--- config.mk ---
export PLATFORM = sky130hd
export DESIGN_NAME = asid_tlb
export DESIGN_NICKNAME = d
export VERILOG_FILES = /design/src/rtl/tlb_pkg.sv /design/src/rtl/tlb_match.sv /design/src/rtl/tlb_victim.sv /design/src/rtl/asid_tlb.sv
export SDC_FILE = /design/constraint.sdc
export NUM_CORES = 1
export LEC_CHECK = 0
export CAP_MARGIN = 15
export CORE_MARGIN = 8
export CORE_UTILIZATION = 29
export CTS_BUF_LIST = sky130_fd_sc_hd__clkbuf_4 sky130_fd_sc_hd__clkbuf_8
export CTS_CLUSTER_SIZE = 28
export DETAILED_ROUTE_END_ITERATION = 12
export GPL_ROUTABILITY_DRIVEN = 0
export HOLD_SLACK_MARGIN = 0.12
export PLACE_DENSITY = 0.52
export SYNTH_ARGS = -nofsm -noshare
export SYNTH_HDL_FRONTEND = slang
export SYNTH_HIERARCHICAL = 1
export SYNTH_SLANG_ARGS = --single-unit
--- constraint.sdc ---
create_clock -name clk -period 22.9 [get_ports clk]
set_input_delay 6.87 -clock clk [delete_from_list [all_inputs] [get_ports clk]]
set_output_delay 6.87 -clock clk [all_outputs]
set_load 0.01 [all_outputs]
--- src/rtl/tlb_pkg.sv ---
package tlb_pkg;

  typedef enum logic [1:0] {
    PERM_RO   = 2'd0,
    PERM_RW   = 2'd1,
    PERM_XO   = 2'd2,
    PERM_NONE = 2'd3
  } perm_e;

  typedef enum logic [1:0] {
    ACC_LOAD  = 2'd0,
    ACC_STORE = 2'd1,
    ACC_FETCH = 2'd2,
    ACC_RSVD  = 2'd3
  } acc_e;

  // Whether an access kind is allowed under a permission code
  function automatic logic access_ok(input logic [1:0] perm, input logic [1:0] kind);
    logic ok;
    case (perm)
      PERM_RO: ok = (kind == ACC_LOAD);
      PERM_RW: ok = (kind == ACC_LOAD) || (kind == ACC_STORE);
      PERM_XO: ok = (kind == ACC_FETCH);
      default: ok = 1'b0;
    endcase
    return ok;
  endfunction

endpackage

--- src/rtl/tlb_match.sv ---
module tlb_match #(
  parameter int N      = 16,
  parameter int VPN_W  = 20,
  parameter int ASID_W = 8,
  localparam int IDX_W = (N > 1) ? $clog2(N) : 1
) (
  input  logic [N-1:0]      valid,
  input  logic [N-1:0]      glob,
  input  logic [VPN_W-1:0]  vpn_tab  [N],
  input  logic [ASID_W-1:0] asid_tab [N],
  input  logic [VPN_W-1:0]  key_vpn,
  input  logic [ASID_W-1:0] key_asid,
  output logic              hit_any,
  output logic [IDX_W-1:0]  hit_idx
);

  logic [N-1:0] hit_vec;

  // One comparator per slot, all evaluated in parallel
  for (genvar i = 0; i < N; i++) begin : g_cmp
    assign hit_vec[i] = valid[i] && (vpn_tab[i] == key_vpn) &&
                        (glob[i] || (asid_tab[i] == key_asid));
  end

  assign hit_any = |hit_vec;

  // Lowest-numbered match wins
  always_comb begin
    hit_idx = '0;
    for (int i = N - 1; i >= 0; i--) begin
      if (hit_vec[i]) hit_idx = IDX_W'(i);
    end
  end

  always_comb begin

    if (hit_any) idx_points_at_match_chk: assert (hit_vec[hit_idx]);
  end

endmodule

--- src/rtl/tlb_victim.sv ---
module tlb_victim #(
  parameter int N = 16,
  localparam int IDX_W = (N > 1) ? $clog2(N) : 1
) (
  input  logic [N-1:0]     wired,
  input  logic [IDX_W-1:0] ptr,
  output logic [IDX_W-1:0] victim,
  output logic             found
);

  // First unpinned slot at or after ptr, wrapping
  always_comb begin
    victim = '0;
    found  = 1'b0;
    for (int k = N - 1; k >= 0; k--) begin
      int idx;
      idx = int'(ptr) + k;
      if (idx >= N) idx = idx - N;
      if (!wired[idx]) begin
        victim = IDX_W'(idx);
        found  = 1'b1;
      end
    end
  end

  always_comb begin

    if (found) victim_unpinned_chk: assert (!wired[victim]);
  end

endmodule

--- src/rtl/asid_tlb.sv ---
module asid_tlb #(
  parameter int ENTRIES = 16,
  parameter int VPN_W   = 20,
  parameter int PFN_W   = 20,
  parameter int ASID_W  = 8,
  localparam int IDX_W  = (ENTRIES > 1) ? $clog2(ENTRIES) : 1
) (
  input  logic              clk,
  input  logic              rst_n,
  input  logic              lk_valid,
  input  logic [VPN_W-1:0]  lk_vpn,
  input  logic [ASID_W-1:0] lk_asid,
  input  logic [1:0]        lk_kind,
  output logic              lk_hit,
  output logic [PFN_W-1:0]  lk_pfn,
  output logic [1:0]        lk_perm,
  output logic              lk_fault,
  input  logic              fill_valid,
  input  logic [VPN_W-1:0]  fill_vpn,
  input  logic [ASID_W-1:0] fill_asid,
  input  logic [PFN_W-1:0]  fill_pfn,
  input  logic [1:0]        fill_perm,
  input  logic              fill_global,
  output logic              fill_err,
  input  logic              flush_all,
  input  logic              flush_by_asid,
  input  logic [ASID_W-1:0] flush_asid_id,
  input  logic              wire_valid,
  input  logic              wire_set,
  input  logic [IDX_W-1:0]  wire_idx
);

  // Slot contents (no reset needed: guarded by valid_q)
  logic [VPN_W-1:0]  vpn_q  [ENTRIES];
  logic [ASID_W-1:0] asid_q [ENTRIES];
  logic [PFN_W-1:0]  pfn_q  [ENTRIES];
  logic [1:0]        perm_q [ENTRIES];
  logic [ENTRIES-1:0] glob_q;

  // Control state
  logic [ENTRIES-1:0] valid_q, valid_d;
  logic [ENTRIES-1:0] wired_q, wired_d;
  logic [IDX_W-1:0]   ptr_q, ptr_d;
  logic               err_q, err_d;

  logic               lk_any;
  logic [IDX_W-1:0]   lk_idx;
  logic [IDX_W-1:0]   victim;
  logic               victim_found;

  logic cmd_fill, cmd_wire, cmd_fasid, fill_go;

  tlb_match #(.N(ENTRIES), .VPN_W(VPN_W), .ASID_W(ASID_W)) u_match (
    .valid    (valid_q),
    .glob     (glob_q),
    .vpn_tab  (vpn_q),
    .asid_tab (asid_q),
    .key_vpn  (lk_vpn),
    .key_asid (lk_asid),
    .hit_any  (lk_any),
    .hit_idx  (lk_idx)
  );

  tlb_victim #(.N(ENTRIES)) u_victim (
    .wired  (wired_q),
    .ptr    (ptr_q),
    .victim (victim),
    .found  (victim_found)
  );

  // Lookup result
  always_comb begin
    lk_hit   = lk_valid && lk_any;
    lk_pfn   = lk_hit ? pfn_q[lk_idx]  : '0;
    lk_perm  = lk_hit ? perm_q[lk_idx] : '0;
    lk_fault = lk_hit && !tlb_pkg::access_ok(perm_q[lk_idx], lk_kind);
  end

  // Command priority: flush_all > flush_by_asid > fill > wire
  always_comb begin
    cmd_fasid = !flush_all && flush_by_asid;
    cmd_fill  = !flush_all && !flush_by_asid && fill_valid;
    cmd_wire  = !flush_all && !flush_by_asid && !fill_valid && wire_valid;
    fill_go   = cmd_fill && victim_found;
  end

  // Next state
  always_comb begin
    valid_d = valid_q;
    wired_d = wired_q;
    ptr_d   = ptr_q;
    err_d   = cmd_fill && !victim_found;
    if (flush_all) begin
      valid_d = '0;
      wired_d = '0;
    end else if (cmd_fasid) begin
      for (int i = 0; i < ENTRIES; i++) begin
        if ((asid_q[i] == flush_asid_id) && !wired_q[i] && !glob_q[i])
          valid_d[i] = 1'b0;
      end
    end else if (fill_go) begin
      valid_d[victim] = 1'b1;
      ptr_d = (int'(victim) == ENTRIES - 1) ? '0 : victim + 1'b1;
    end else if (cmd_wire && (int'(wire_idx) < ENTRIES)) begin
      wired_d[wire_idx] = wire_set;
    end
  end

  // Control registers
  always_ff @(posedge clk or negedge rst_n) begin
    if (!rst_n) begin
      valid_q <= '0;
      wired_q <= '0;
      ptr_q   <= '0;
      err_q   <= 1'b0;
    end else begin
      valid_q <= valid_d;
      wired_q <= wired_d;
      ptr_q   <= ptr_d;
      err_q   <= err_d;
    end
  end

  // Slot data, written only by an accepted fill
  always_ff @(posedge clk) begin
    if (fill_go) begin
      vpn_q[victim]  <= fill_vpn;
      asid_q[victim] <= fill_asid;
      pfn_q[victim]  <= fill_pfn;
      perm_q[victim] <= fill_perm;
      glob_q[victim] <= fill_global;
    end
  end

  assign fill_err = err_q;


  fill_keeps_pins_chk: assert property (@(posedge clk) disable iff (!rst_n)
    (fill_valid && !flush_all && !flush_by_asid) |=> $stable(wired_q));


  reject_keeps_slots_chk: assert property (@(posedge clk) disable iff (!rst_n)
    fill_err |-> $stable(valid_q));


  flush_clears_all_chk: assert property (@(posedge clk) disable iff (!rst_n)
    flush_all |=> (valid_q == '0) && (wired_q == '0));


  fault_needs_hit_chk: assert property (@(posedge clk) disable iff (!rst_n)
    lk_fault |-> lk_hit);

endmodule

==> results of run 1 <==
## routing by layer
layer	vias to the layer above	routed length [um]	global-route usage [%]
met2	840	58280	27.34
li1	9468	-	-
met4	4	3356	5.120
met5	-	32	0
met1	11510	49810	20.62
met3	197	6292	2.980
## registers in the layout, summed over array words and instances (netlist names)
| signal | count |
|---|---|
| pfn_q | 320 |
| vpn_q | 320 |
| asid_q | 128 |
| perm_q | 32 |
| glob_q | 16 |
| valid_q | 16 |
| wired_q | 16 |
| ptr_q | 4 |
| fill_err | 1 |
## through the flow
stage / setup WS (ns) / area, um^2 / utilization (%) / hold slack, ns
5_1_grt: 2.997 / 44800 / 34.12 / 0.6077
2_1_floorplan: 5.841 / 38290 / - / 0.5033
3_3_place_gp: 3.218 / 41730 / 31.78 / 0.5675
6_report: 3.169 / 44810 / 34.13 / 0.5799
4_1_cts: 3.219 / 44770 / 34.10 / 0.5778
3_5_place_dp: 3.265 / 41790 / 31.83 / 0.5715
## cell type report
type | count | area [um^2] | share of cell area, %
tap | 1755 | 2196 | 4.900
antenna | 4 | 10.01 | 0.02234
multi-input combinational | 1354 | 12270 | 27.38
timing repair buffer | 197 | 1872 | 4.177
sequential | 853 | 25430 | 56.75
clock buffer | 206 | 2560 | 5.713
inverter | 13 | 48.80 | 0.1089
clock inverter | 74 | 425.4 | 0.9494
## worst max-delay path, delay by kind of cell
kind	cells	cell delay (ns)
buffers and inverters	4	2.39
muxes	1	0.58
and+or+nand+nor	5	1.35
AOI/OAI and AO/OA	7	1.45
xor gates and xnor gates	1	0.09
## cells in the final DEF, fill, tap and decap left out, drive strengths merged, types with 29 or more instances in the layout
cell             n
a21oi           39
buf             73
clkbuf         206
clkdlybuf4s50  124
clkinv          68
dfrtp           37
edfxtp         816
mux4           136
nand2           71
nand3           29
nand4           44
nor2            59
nor3            56
nor4           110
o21ai           36
xnor2          126
xor2           461
## logic make-up after synthesis
group,after synthesis
buf+inv,137
compound gates,150
mux,177
simple gates,429
flops,853
xor+xnor,587
fa+ha+maj,11
## worst paths after layout
path | depth (start not counted) | slack [ns] | endpoint | start
max in group asynchronous | 1 | 16.02 | valid_q[5]$_DFFE_PN0P_ | rst_n
min | 2 | 0.58 | valid_q[12]$_DFFE_PN0P_ | valid_q[12]$_DFFE_PN0P_
max reg2reg | 14 | 16.39 | vpn_q[31]$_DFFE_PP_ | ptr_q[0]$_DFFE_PN0P_
min reg2reg | 2 | 0.58 | valid_q[12]$_DFFE_PN0P_ | valid_q[12]$_DFFE_PN0P_
max | 18 | 3.17 | lk_fault | lk_vpn[13]
min in group asynchronous | 1 | 6.22 | fill_err$_DFF_PN0_ | rst_n
## cell usage after synthesis, types with 4 or more instances
cell and n:
xor2_1 460, clkbuf_1 33, mux4_1 17, inv_1 11
o21ai_0 26, ha_1 11, nor2_1 59, dfrtp_1 37
buf_2 63, o21ai_1 9, a31oi_1 18, mux4_2 119
nand4_1 44, o41ai_1 5, a21oi_1 37, nor4_1 108
nand2_1 71, mux2_2 16, o211ai_1 7, buf_4 7
a211oi_1 6, buf_1 8, nor2b_1 13, nand3_1 29
nand2b_1 6, xnor2_1 124, mux2i_1 24, o21bai_1 7
o22ai_1 4, edfxtp_1 816, nor3_1 55, and2_1 22
buf_6 9
## power breakdown
part	internal [uW]	total, uW	switching, uW
combinational	184	530	346
clock	735	1390	654
sequential	1760	1780	20.5
==> key figures, run 1 <==
Status
  • Status: complete, no violations

Synthesis
  • Multiplexer area fraction after synthesis: a little under a tenth
  • Flop and latch count out of synthesis: 853
  • Adder-Cell Fraction of Synth Area: less than 1%
  • Syn avg cell area: about 16 um^2
  • Post-synthesis instance area: approximately 38000 um^2
  • Sequential area share after synthesis: between 60 and 70%
  • Cells after Synth: ~2300
  • Synthesis Warnings: 6
  • Post-Synth XOR/XNOR Area: ~13%
  • Synth area leaders: edfxtp_1 64%, xor2_1 11%, mux4_2 7.0%
  • Primary FF master, synth: edfxtp_1
  • Ys async rst share: 4.338%
  • Syn nets: between 2000 and 2500
  • Simple-gate share of the synthesized area: between 5 and 6%
  • Post-synth EDFFs: roughly 800
  • Leading area contributor after synthesis: edfxtp_1
  • Count of different cell masters after synthesis: 71
  • Post-synth top area share: 63.99%
  • Synth Area in Compound Gates: about 2.5%
  • Largest family of logic cells by synthesized area: XOR/XNOR gates

Clocking
  • CTS Hold Bufs: 0
  • Reg clk slew, reported paths: roughly 0.06 ns
  • Post-CTS setup buffers: 0
  • Root Driver: clkbuf_8
  • TritonCTS Sinks: about 850
  • H-tree levels: 4
  • Resize count post-CTS: 0
  • Clk buf depth: 3
  • Total CTS buffers: ~150
  • Worst skew pair latency: roughly 0.82 ns
  • TritonCTS clock tree: done

Min path
  • HP Class: flip-flop to flip-flop

Worst setup path
  • Data arrival, critical path: 12.86 ns
  • CP Capture Type: output pin
  • Max stage delay on crit path: about 1.1 ns
  • Cell mode on critical path: clkdlybuf4s50_1
  • Setup CP Type: primary input to output pin
  • Crit path cell chain: clkdlybuf4s50_1, buf_4, xor2_1, nor4_1, nand4_1, nor3_1, o21bai_1, a21oi_1, o21ai_1, a211oi_1, o22ai_4, buf_12, mux4_1, a22oi_1, and3_1, nor4b_1, a311oi_1, clkdlybuf4s50_1
  • Crit-path slowest cell: clkdlybuf4s50_1
  • CP required: ~16 ns
  • Startpoint Class: primary input
  • Crit path max fanout: 88

Detailed routing
  • Total number of vias: 22020
  • Routed Antenna Nets: 0
  • DRC errors left: 0
  • Vias per cell: between 4 and 5
  • First-pass DRT Iterations: 6
  • Initial drt markers: between 1500 and 2000
  • Routed len/inst: 26.43 um
  • Final WL: about 120000 um

Timing
  • Fin. Hold Viols: 0
  • Final setup viols: 0
  • Max Slew Vio Count: 0
  • Final sum of negative setup slack: 0 ns
  • Slew @ Worst Pin: between 1 and 1.5 ns
  • Max Freq: ~0.051 GHz
  • Minimum clock period: 19.73 ns
  • Fin Clk Skew: between 0.03 and 0.04 ns
  • Fin crit share: ~86%
  • Rel. slew slack: between 20% and 30%
  • RSZ-0062 raised after global routing: no

Placement
  • Inst Count DP: roughly 4200
  • IO buf count: 125
  • Post-DP HPWL: between 60000 and 70000 um

Floorplanning
  • Die area: ~140000 um^2
  • Die H: ~380 um
  • Initial core utilization: just under 30%
  • Die Wd: ~380 um
  • Core area: around 130000 um^2
  • IO Pins: 126
  • Row count: roughly 130

Global route
  • First-pass GRT wire length: 166700 um
  • GRT overflow: 0
  • Total GRT Usage: 16.04%
  • Largest net degree at the start of global routing: 89
  • Vias in the first global route: around 23000
  • Initial antenna violation count: 7

Power
  • Power Dens Cells: a little over 80 nW/um^2
  • Post-layout power: approximately 3700 uW
  • P_leak: ~0.014 uW
  • Worst VDD drop: 53.41 uV

Job
  • Max-Cap Viols: 0

Final layout
  • Layout cells sized above 1: 17.91%
  • Area grow syn2layout: 17.02%
  • Final nets: approximately 2700
  • FILL cells: around 13000
  • Finished Layout Cells: about 4500
Note: power is estimated with default switching activity, not from simulation.
==> run 2, diff against run 1 <==
Settings changed: GPL_TIMING_DRIVEN set to 0.
==> run 2 against run 1 <==
  * Sequential share of layout area down 0.42 points
  * Flip-flop and latch count unchanged
  * Wire length down 1.1%
  * Critical path type unchanged
  * Largest cell class unchanged
  * Highest routed layer unchanged
  * Largest power group unchanged
==> key figures, run 2 (synthesis results as in run 1) <==
Status
  • Status: complete, no violations

Global route
  • Vias in the first global route: 23020
  • First-pass GRT wire length: around 170000 um
  • Total GRT Usage: approximately 16%
  • GRT overflow: 0
  • Initial antenna violation count: 10
  • Largest net degree at the start of global routing: 29

Timing
  • RSZ-0062 raised after global routing: no
  • Final sum of negative setup slack: 0 ns
  • Max Freq: approximately 0.051 GHz
  • Final setup viols: 0
  • Rel. slew slack: between 10% and 20%
  • Slew @ Worst Pin: 1.211 ns
  • Minimum clock period: 19.60 ns
  • Fin crit share: between 80% and 90%
  • Fin Clk Skew: around 0.034 ns
  • Fin. Hold Viols: 0
  • Max Slew Vio Count: 0

Power
  • P_sw: 992.7 uW
  • Worst VDD drop: ~53 uV
  • Comb power frac: 15.1%
  • P_leak: about 0.015 uW
  • Sequential power share: approximately 48%
  • Net Sw Frac: 26.88%
  • Post-layout power: about 3700 uW
  • Power Dens Cells: slightly above 80 nW/um^2
  • Clock power share: a little under two fifths
  • Internal Pwr Total: 2700 uW

Worst setup path
  • FF-to-FF setup slack: 15.67 ns
  • Crit-path slowest cell: buf_1
  • Reg-to-reg critical path startpoint: ptr_q[1]$_DFFE_PN0P_
  • Max stage delay on crit path: about 0.79 ns
  • CP required: approximately 16 ns
  • CP Capture Type: output pin
  • Crit path cell chain: buf_2, buf_2, xor2_1, nor4_1, nand3_1, nor4_1, o21ai_0, nand3b_1, a41oi_1, nor2_1, buf_1, buf_1, mux4_2, mux4_2, and2_1, clkdlybuf4s50_1
  • Setup CP Type: primary input to output pin
  • Startpoint Class: primary input
  • R2R Path End: vpn_q[245]$_DFFE_PP_
  • Crit path max fanout: 10
  • R2R depth: 20
  • Data arrival, critical path: ~13 ns

Floorplanning
  • Initial core utilization: 29.16%
  • Row count: ~130
  • Die Wd: between 300 and 400 um
  • IO Pins: ~130
  • Core area: roughly 130000 um^2
  • Die H: 379.4 um
  • Die area: ~140000 um^2

Detailed routing
  • First-pass DRT Iterations: 6
  • Vias per cell: slightly below 5
  • Routed Antenna Nets: 0
  • Total number of vias: between 20000 and 25000
  • Final WL: 116500 um
  • Routed len/inst: approximately 26 um
  • DRC errors left: 0
  • Initial drt markers: 2013

Clocking
  • Worst skew pair latency: 0.81 ns
  • Total CTS buffers: approximately 140
  • TritonCTS Sinks: between 800 and 900
  • Reg clk slew, reported paths: about 0.05 ns
  • CTS Hold Bufs: 0
  • H-tree levels: 4
  • Clk buf depth: 3
  • Root Driver: clkbuf_8
  • Resize count post-CTS: 0
  • Post-CTS setup buffers: 0
  • TritonCTS clock tree: done

Min path
  • Worst hold endpoint: valid_q[2]$_DFFE_PN0P_
  • Hold_sp: valid_q[2]$_DFFE_PN0P_
  • Hold path cells: 2
  • HP Class: flip-flop to flip-flop

Final layout
  • FILL cells: ~12000
  • Seq. cell area: around 25000 um^2
  • Layout cells sized above 1: a little under a fifth
  • Area grow syn2layout: 17.90%
  • Most frequent cells in the layout: 816 x edfxtp_1, 460 x xor2_1, 155 x clkbuf_8, 124 x xnor2_1, 119 x mux4_2
  • Largest regs: pfn_q: 320 flops, vpn_q: 320 flops, asid_q: 128 flops
  • Final nets: between 2000 and 3000
  • Post-layout util: 34.38%
  • Multi-input logic area: 12230 um^2
  • Commonest non-fill, non-tap cell in the layout: edfxtp_1

Placement
  • Post-DP HPWL: around 76000 um
  • IO buf count: slightly below 90

Job
  • Max-Cap Viols: 0
[run 2: cell count changes in the layout (fill, tap and decap cells not counted), moves of 18 or more]
cell,delta
clkbuf_1,+33
buf_4,-57
clkdlybuf4s50_1,-37
buf_6,+28
buf_12,+18
buf_2,+63
[run 2: power by group through the flow]
| stage | Sequential, uW | Combinational, uW | Clock (uW) |
|---|---|---|---|
| CTS | 1780 | 552 | 1390 |
| finish | 1780 | 557 | 1350 |
| floorplan | 1810 | 355 | 0 |
| global route | 1780 | 590 | 1460 |
| detailed placement | 1810 | 549 | 0 |
| global placement | 1820 | 510 | 0 |
[run 2: stage by stage]
step                      cells  setup WS [ns]  hold WS [ns]  cell area, um^2
final                      4488          3.300        0.5505            45140
after global routing       4485          2.958        0.5960            45140
after CTS                  4484          3.181        0.5563            45130
after detailed placement   4238          3.196        0.5441            42330
after global placement     4187          3.248        0.5413            41370
after floorplan            2344          5.841        0.5033            38290
[run 2: layer usage]
metal / GRT usage [%] / vias up / share of wire [%] / wire length, um
li1: - / 9562 / - / -
met1: 19.56 / 11520 / 41 / 47770
met2: 27.86 / 810 / 51 / 59130
met3: 3.120 / 185 / 5.4 / 6257
met4: 4.956 / 12 / 2.8 / 3243
met5: 0 / - / 0.072 / 84
[run 2: worst max path at each step]
stage,end,from,slack [ns]
global route,lk_pfn[7],lk_vpn[4],2.96
finish,lk_pfn[0],lk_vpn[6],3.30
detailed placement,lk_pfn[7],lk_vpn[6],3.20
CTS,lk_pfn[7],lk_vpn[6],3.18
global placement,lk_pfn[7],lk_vpn[6],3.25
floorplan,lk_pfn[10],lk_vpn[4],5.84
[run 2: critical path: cells and delay by family]
| family | cells | cell delay (ns) |
|---|---|---|
| buf+inv | 5 | 2.53 |
| simple gates | 6 | 1.85 |
| mux | 2 | 0.91 |
| compound gates | 2 | 0.42 |
| xor+xnor | 1 | 0.12 |
[run 2: area by class of cell]
| cell class | count | share of cell area [%] |
|---|---|---|
| buffer | 124 | 1.547 |
| timing repair buffer | 139 | 3.839 |
| sequential | 853 | 56.33 |
| tap | 1755 | 4.864 |
| multi-input combinational | 1354 | 27.08 |
| clock inverter | 50 | 0.8037 |
| antenna | 4 | 0.02217 |
| clock buffer | 196 | 5.407 |
| inverter | 13 | 0.1081 |
==> run 3, diff against run 2 <==
Settings changed: CORE_ASPECT_RATIO set to 1.25, CTS_CLUSTER_SIZE 28 to unset.
==> run 3 against run 2 <==
  * Sequential power hardly changed
  * Final area is 0.12% higher
  * Die area hardly changed
  * Non-clock buffer count is 9 higher
  * Critical path depth stayed put
  * Clock-buffer cell count is 5 lower
  * Power is 1.4% lower
  * Sequential share of layout area is 0.066 points lower
  * Wire length is 0.19% higher
  * Clock skew is 0.0078 ns higher
  * Global-route usage hardly changed
==> key figures, run 3 (synthesis results as in run 1) <==
Timing
  • Slew @ Worst Pin: between 1 and 1.5 ns
  • Max Freq: between 0.05 and 0.06 GHz
  • Minimum clock period: ~20 ns
  • Max Slew Vio Count: 0
  • Hold slack: approximately 0.56 ns
  • Rel. slew slack: around a fifth
  • Fin Clk Skew: approximately 0.042 ns
  • Final setup viols: 0
  • Fin crit share: between 80% and 90%
  • RSZ-0062 raised after global routing: no
  • Final sum of negative setup slack: 0 ns
  • Fin. Hold Viols: 0

Floorplanning
  • Core area: between 100000 and 150000 um^2
  • Die H: about 420 um
  • Row count: ~150
  • IO Pins: 126
  • Initial core utilization: 29.13%
  • Die area: 144000 um^2
  • Die Wd: between 300 and 400 um

Final layout
  • Final nets: about 2700
  • Largest regs: pfn_q: 320 flops, vpn_q: 320 flops, asid_q: 128 flops
  • Layout cells sized above 1: 19.17%
  • Area grow syn2layout: 18.03%
  • Post-layout util: roughly a third
  • Commonest non-fill, non-tap cell in the layout: edfxtp_1
  • Most frequent cells in the layout: 816 x edfxtp_1, 460 x xor2_1, 142 x clkbuf_8, 124 x xnor2_1, 119 x mux4_2

Clocking
  • Resize count post-CTS: 0
  • Worst skew pair latency: between 0.8 and 0.9 ns
  • Reg clk slew, reported paths: around 0.060 ns
  • Root Driver: clkbuf_8
  • H-tree levels: 4
  • TritonCTS Sinks: between 800 and 900
  • Total CTS buffers: about 130
  • TritonCTS clock tree: done
  • Clk buf depth: 3
  • CTS Hold Bufs: 0
  • Post-CTS setup buffers: 0

Status
  • Status: complete, no violations

Global route
  • Initial antenna violation count: 11
  • GRT overflow: 0
  • Layer with the highest usage: met2
  • Met3 Usage GRT: 3.176%
  • Vias in the first global route: approximately 23000
  • Met2 Use GR: 28.46%
  • First-pass GRT wire length: between 150000 and 200000 um
  • Largest net degree at the start of global routing: 36
  • Met1 usage: a little under a fifth
  • Total GRT Usage: 15.82%

Worst setup path
  • WP buf/inv: 5
  • CP required: between 15 and 20 ns
  • R2R depth: 19
  • Reg-to-reg critical path startpoint: ptr_q[1]$_DFFE_PN0P_
  • Crit path cell chain: buf_2, buf_2, xor2_1, nor4_1, nand3_1, nor4_1, o21ai_0, nand3b_1, a41oi_1, nor2_1, buf_1, buf_1, mux4_2, mux4_2, and2_1, clkdlybuf4s50_1
  • Max stage delay on crit path: 0.81 ns
  • Critical path depth: 16
  • Crit-path slowest cell: buf_1
  • FF-to-FF setup slack: 15.84 ns
  • Data arrival, critical path: roughly 13 ns
  • R2R Path End: pfn_q[2][5]$_DFFE_PP_
  • Startpoint Class: primary input
  • Setup CP Type: primary input to output pin
  • Family with the most delay on the worst path: buffers and inverters
  • Crit path max fanout: 10
  • CP Capture Type: output pin

Placement
  • IO buf count: slightly below 90
  • Post-DP HPWL: between 70000 and 80000 um

Min path
  • Hold_sp: ptr_q[3]$_DFFE_PN0P_
  • HP Class: flip-flop to flip-flop
  • Hold path cells: 2
  • Worst hold endpoint: ptr_q[3]$_DFFE_PN0P_

Power
  • Worst VDD drop: 57.86 uV
  • P_leak: 0.01458 uW
  • Power Dens Cells: between 80 and 90 nW/um^2
  • Post-layout power: between 3000 and 4000 uW

Detailed routing
  • DRC errors left: 0
  • Initial drt markers: 1735
  • Routed len/inst: about 26 um
  • Final WL: between 100000 and 150000 um
  • Routed Antenna Nets: 0
  • Vias per cell: between 4 and 5
  • First-pass DRT Iterations: 5
  • Total number of vias: 22060

Job
  • Max-Cap Viols: 0
-- run 3: changes by cell type in the layout (fill, tap and decap cells not counted), sizes merged --
cell,change
clkbuf,-5
clkinvlp,-2
inv,+5
bufinv,-1
clkinv,-12
buf,+9
diode,+6
-- run 3: how the worst max path moves through the flow --
stage | startpoint | endpoint
global placement | lk_vpn[6] | lk_pfn[2]
global route | lk_vpn[6] | lk_pfn[7]
CTS | lk_vpn[6] | lk_pfn[7]
finish | lk_vpn[6] | lk_pfn[7]
detailed placement | lk_vpn[6] | lk_pfn[16]
floorplan | lk_vpn[4] | lk_pfn[10]
-- run 3: per-layer routing --
| layer | routed length (um) | vias to the layer above |
|---|---|---|
| li1 | - | 9551 |
| met1 | 45430 | 11460 |
| met2 | 60760 | 816 |
| met3 | 6158 | 226 |
| met4 | 4334 | 6 |
| met5 | 28 | - |
-- run 3: tightest hold or removal path: cells and delay by family, from the launching register on --
kind / cells / cell delay [ns]
flops: 1 / 0.38
compound gates: 1 / 0.04
simple gates: 1 / 0.10
-- run 3: area by class of cell --
cell class	instances	area, um^2
Antenna cell	10	25.02
Fill cell	12520	86240
Multi-Input combinational cell	1354	12230
Tap cell	1736	2172
Sequential cell	853	25430
Clock buffer	191	2322
Buffer	124	698.2
Clock inverter	40	346.6
Timing Repair Buffer	148	1929
Inverter	13	48.80
-- run 3: report_power, final --
group          switching (uW)  total, uW  internal, uW
clock network             600       1300           701
logic                     362        560           198
registers                19.2       1780          1760
-- run 3: through the flow --
stage               cells  instance area [um^2]  setup slack, ns
global route         4462                 45180            2.842
global placement     4168                 41340            2.977
CTS                  4459                 45170            2.932
floorplan            2344                 38290            5.841
finish               4469                 45200            3.112
detailed placement   4228                 42500            2.967
